**config.mk**
```make
export PLATFORM = sky130hd
export DESIGN_NAME = mrw_engine
export DESIGN_NICKNAME = d
export VERILOG_FILES = /design/src/rtl/mrw_pkg.sv /design/src/rtl/mrw_mirror.sv /design/src/rtl/mrw_cmd_pack.sv /design/src/rtl/mrw_engine.sv
export SDC_FILE = /design/constraint.sdc
export NUM_CORES = 1
export LEC_CHECK = 0
export BUFFER_PORTS_ARGS = -buffer_cell sky130_fd_sc_hd__clkbuf_2
export CAP_MARGIN = 20
export CORE_MARGIN = 1
export CORE_UTILIZATION = 50
export DETAILED_ROUTE_END_ITERATION = 12
export MAX_ROUTING_LAYER = met4
export PLACE_DENSITY_LB_ADDON = 0.12
export SYNTH_ARGS = -nofsm -noshare
export SYNTH_HDL_FRONTEND = slang
export SYNTH_SLANG_ARGS = --single-unit
export TNS_END_PERCENT = 5
```
**constraint.sdc**
```tcl
create_clock -name clk -period 4.2 [get_ports clk]
set_input_delay 0.84 -clock clk [delete_from_list [all_inputs] [get_ports clk]]
set_output_delay 0.84 -clock clk [all_outputs]
set_load 0.01 [all_outputs]
```
**src/rtl/mrw_pkg.sv**
```systemverilog
package mrw_pkg;

    typedef enum logic [2:0] {
        ST_IDLE      = 3'd0,
        ST_WAIT_FREE = 3'd1,
        ST_LOAD      = 3'd2,
        ST_FIRE      = 3'd3,
        ST_WAIT_DONE = 3'd4
    } mrw_state_e;

    // Source bit for a mirrored data bit
    function automatic int data_src(input int b);
        case (b)
            3:       data_src = 4;
            4:       data_src = 3;
            5:       data_src = 6;
            6:       data_src = 5;
            7:       data_src = 8;
            8:       data_src = 7;
            11:      data_src = 13;
            13:      data_src = 11;
            default: data_src = b;
        endcase
    endfunction

    // Source bit for a mirrored index bit (bank bits 0 and 1 trade)
    function automatic int idx_src(input int b);
        case (b)
            0:       idx_src = 1;
            1:       idx_src = 0;
            default: idx_src = b;
        endcase
    endfunction

endpackage

```
**src/rtl/mrw_mirror.sv**
```systemverilog
module mrw_mirror #(
    parameter int IDX_W       = 3,
    parameter int DATA_W      = 18,
    parameter int RANK_W      = 4,
    parameter int MIRROR_RANK = 2
) (
    input  logic [IDX_W-1:0]  idx_i,
    input  logic [DATA_W-1:0] data_i,
    input  logic [RANK_W-1:0] rank_i,
    input  logic              en_i,
    output logic [IDX_W-1:0]  idx_o,
    output logic [DATA_W-1:0] data_o
);
    localparam logic [RANK_W-1:0] MRANK = RANK_W'(MIRROR_RANK);

    logic apply;
    assign apply = en_i && (rank_i == MRANK);

    for (genvar b = 0; b < IDX_W; b++) begin : g_idx
        assign idx_o[b] = apply ? idx_i[mrw_pkg::idx_src(b)] : idx_i[b];
    end

    for (genvar b = 0; b < DATA_W; b++) begin : g_data
        assign data_o[b] = apply ? data_i[mrw_pkg::data_src(b)] : data_i[b];
    end

endmodule

```
**src/rtl/mrw_cmd_pack.sv**
```systemverilog
module mrw_cmd_pack #(
    parameter int IDX_W  = 3,
    parameter int TYPE_W = 4,
    parameter int RANK_W = 4,
    parameter int CMD_W  = 32
) (
    input  logic [TYPE_W-1:0] type_i,
    input  logic [RANK_W-1:0] rank_i,
    input  logic [IDX_W-1:0]  idx_i,
    input  logic              trig_i,
    output logic [CMD_W-1:0]  word_o
);
    localparam int RANK_LSB = 4;
    localparam int IDX_LSB  = 12;
    localparam int TRIG_BIT = CMD_W - 1;

    always_comb begin
        word_o = '0;
        word_o[TYPE_W-1:0]                 = type_i;
        word_o[RANK_LSB +: RANK_W]         = rank_i;
        word_o[IDX_LSB +: IDX_W]           = idx_i;
        word_o[TRIG_BIT]                   = trig_i;
    end

endmodule

```
**src/rtl/mrw_engine.sv**
```systemverilog
module mrw_engine #(
    parameter int IDX_W       = 3,
    parameter int DATA_W      = 18,
    parameter int TYPE_W      = 4,
    parameter int RANK_W      = 4,
    parameter int MIRROR_RANK = 2
) (
    input  logic              clk,
    input  logic              rst_n,
    input  logic              req_valid,
    output logic              req_ready,
    input  logic [IDX_W-1:0]  req_index,
    input  logic [DATA_W-1:0] req_data,
    input  logic [TYPE_W-1:0] req_type,
    input  logic [RANK_W-1:0] req_rank,
    input  logic              req_mirror_en,
    input  logic              mc_busy,
    output logic              mc_wr,
    output logic              mc_trig,
    output logic [31:0]       mc_cmd_word,
    output logic [DATA_W-1:0] mc_data,
    output logic              done
);
    import mrw_pkg::*;

    localparam int CMD_W = 32;

    typedef struct packed {
        mrw_state_e        state;
        logic [IDX_W-1:0]  idx;
        logic [DATA_W-1:0] data;
        logic [TYPE_W-1:0] typ;
        logic [RANK_W-1:0] rank;
        logic              done;
    } eng_t;

    eng_t r_q, r_d;

    logic [IDX_W-1:0]  mir_idx;
    logic [DATA_W-1:0] mir_data;

    mrw_mirror #(
        .IDX_W      (IDX_W),
        .DATA_W     (DATA_W),
        .RANK_W     (RANK_W),
        .MIRROR_RANK(MIRROR_RANK)
    ) i_mirror (
        .idx_i (req_index),
        .data_i(req_data),
        .rank_i(req_rank),
        .en_i  (req_mirror_en),
        .idx_o (mir_idx),
        .data_o(mir_data)
    );

    always_comb begin
        r_d      = r_q;
        r_d.done = 1'b0;
        case (r_q.state)
            ST_IDLE: begin
                if (req_valid) begin
                    r_d.idx   = mir_idx;
                    r_d.data  = mir_data;
                    r_d.typ   = req_type;
                    r_d.rank  = req_rank;
                    r_d.state = ST_WAIT_FREE;
                end
            end
            ST_WAIT_FREE: begin
                if (!mc_busy) r_d.state = ST_LOAD;
            end
            ST_LOAD: r_d.state = ST_FIRE;
            ST_FIRE: r_d.state = ST_WAIT_DONE;
            ST_WAIT_DONE: begin
                if (!mc_busy) begin
                    r_d.done  = 1'b1;
                    r_d.state = ST_IDLE;
                end
            end
            default: r_d.state = ST_IDLE;
        endcase
    end

    always_ff @(posedge clk) begin
        if (!rst_n) begin
            r_q <= '{state: ST_IDLE, idx: '0, data: '0, typ: '0, rank: '0, done: 1'b0};
        end else begin
            r_q <= r_d;
        end
    end

    assign req_ready = (r_q.state == ST_IDLE);
    assign mc_wr     = (r_q.state == ST_LOAD);
    assign mc_trig   = (r_q.state == ST_FIRE);
    assign mc_data   = r_q.data;
    assign done      = r_q.done;

    mrw_cmd_pack #(
        .IDX_W (IDX_W),
        .TYPE_W(TYPE_W),
        .RANK_W(RANK_W),
        .CMD_W (CMD_W)
    ) i_pack (
        .type_i(r_q.typ),
        .rank_i(r_q.rank),
        .idx_i (r_q.idx),
        .trig_i(mc_trig),
        .word_o(mc_cmd_word)
    );

endmodule

```
==> impl_metrics.ini <==
[pwr]
pwr-share-clk = 0.342
p_leak_uw = 0.000905
power_density_nw_per_um2 = 374
p_int_uw = 541
p_switching_uw = 209
combPwrFrac = 0.188
p_seq_frac = 0.470
p_sw_frac = 0.278
peakVddDrop_v = 0.000188

[global_routing]
grt_pass1_vias = 1209
track_usage = 0.181
grt_antenna_before_repair = 0
grt_pass1_wl_mm = 5.48
grt_max_degree = 40
gr-total-overflow = 0

[cts]
h-tree-depth = 2
path_clk_slew_ps = 70
cts.sinks = 33
cts_setup_buffers = 0
cts-hold-fix-buffers = 0
cts_made_buffers = 5
clockRootBuffer = clkbuf_8
clock_latency_ps = 280
clk_path_buf_depth = 2
tritoncts = yes
ctsResizeCount = 0

[floorplanning]
die-area_um2 = 4030
core_area_um2 = 3470
fp.dieW_um = 63.5
initial_core_util = 0.545
rows = 21
io_pins = 88
die_h_um = 63.5

[place]
dp.cells = 285
port_buffers = 67
placed_area_um2 = 1910
pre_cts_ws_ps = 1600
dp_hpwl_mm = 2.38
gp_congestion = 0.730

[synthesis]
synth_top_area_frac = 0.349
avgSynthCellArea_um2 = 8.75
ys_warn_count = 0
ys_seq_area_frac = 0.349
synthCells = 216
synth_cell_types = 27
synth_top_area_cell = dfxtp_1
synth_area_leaders = dfxtp_1, buf_4, a21boi_1
synth_seq_cells = 33
netlist_area_um2 = 1890

[detailed_routing]
drtIter0Drc = 89
dr.pass1.iters = 4
post_drt_wl_per_cell_um = 11.7
viasPerCell = 4.70
antenna_left = 0
vias = 1378
drc = 0
drt-total-wl_mm = 3.43

[timing]
finalSetupTns_ps = 0
setup_ws_ps = 1900
skew_ps = 6.77
rsz0062_at_grt = no
period_share = 0.547
fmax_mhz = 435
setup_viol = 0
period_needed_ps = 2300
slew_headroom = 0.620
drv_slew = 0
tightest_slew_ps = 571
hold_viol = 0

[setup_path]
worstPathArrival_ps = 2500
cp-start-kind = input port
end_kind = flop
path_class = in -> reg
critPathRequiredTime_ps = 4400
crit_path_max_fanout = 11

[cells_and_area]
drive_gt1_frac = 0.401
fillers = 338
area_growth_pct = 6.22
diodes = 0
layout.cells.non_filler = 293
nets = 280
post-route-cell-area_um2 = 2010
post-route-util = 0.579

[min_path]
hp-class = reg -> reg

[run]
cap_violations = 0

[run_status]
status = finished, final reports clean
-- state kept, by name (all words and copies together), names as in the netlist --
signal,cells
done,1
mc_data,18
r_q,14
-- power groups by stage --
stage	Combinational, µW	Sequential [µW]	Clock (µW)
6_report	141	353	257
5_1_grt	156	356	281
4_1_cts	143	353	265
3_5_place_dp	142	360	0
3_3_place_gp	142	359	0
2_1_floorplan	143	353	0
-- kinds of logic after synthesis --
logic type	synth area share
compound gates	0.179
simple gates	0.217
other cells	0.00198
buf+inv	0.252
flops	0.349
-- per-stage QoR --
step / power (µW) / hold slack [ps]
detailed placement: 502 / 445
finish: 750 / 453
floorplan: 496 / 435
global placement: 500 / 440
CTS: 761 / 454
global route: 793 / 467
-- path summary, 6_finish.rpt --
path | to | from | depth (start not counted) | slack (ps)
worst max-delay path | mc_data[7] | req_rank[2] | 4 | 1900
worst max register to register | mc_data[6] | r_q[31] | 3 | 2440
worst min-delay path | r_q[1] | r_q[1] | 2 | 450
worst min register to register | r_q[1] | r_q[1] | 2 | 450
-- layer usage --
layer	track usage	vias up	part of all wire
li1	-	707	-
met1	0.204	615	0.44
met2	0.298	52	0.49
met3	0.0562	4	0.062
met4	0.0682	0	0.014
met5	-	-	0
-- area by class of cell --
type,count,area (µm²),area share
clock buffer,7,96.3,0.0480
clock inverter,1,5.00,0.00249
inverter,2,7.51,0.00374
multi-input combinational,135,831,0.414
sequential,33,661,0.329
tap,46,57.6,0.0287
timing repair buffer,69,350,0.174
-- synth_stat cells (all sizes together) --
library cell   n
nand2         38
nor2          12
a21oi          2
o21ai         11
nor4b          1
conb           1
nor3           1
dfxtp         33
and3b          1
nor2b          1
nor4          10
or2            1
clkbuf         8
nor3b          2
a211oi        10
nand3b         1
and4b          1
inv            2
or4b           2
buf           57
a31oi          1
nand2b         1
a21boi        19
-- critical path: stages --
cell	delay (ps)
clkbuf_2	90
or4b_1	800
or2_1	530
a211oi_2	240
-- layout by cell type (no fill, tap or decap), drive strengths merged, types with 2 or more instances in the layout --
| cell type | count |
|---|---|
| nor2 | 12 |
| clkbuf | 74 |
| buf | 2 |
| inv | 2 |
| a21oi | 2 |
| a21boi | 19 |
| nor3b | 2 |
| nor4 | 10 |
| a211oi | 10 |
| dfxtp | 33 |
| conb | 20 |
| nand2 | 38 |
| o21ai | 11 |
| or4b | 2 |
Power figures use the tool's default switching activity.
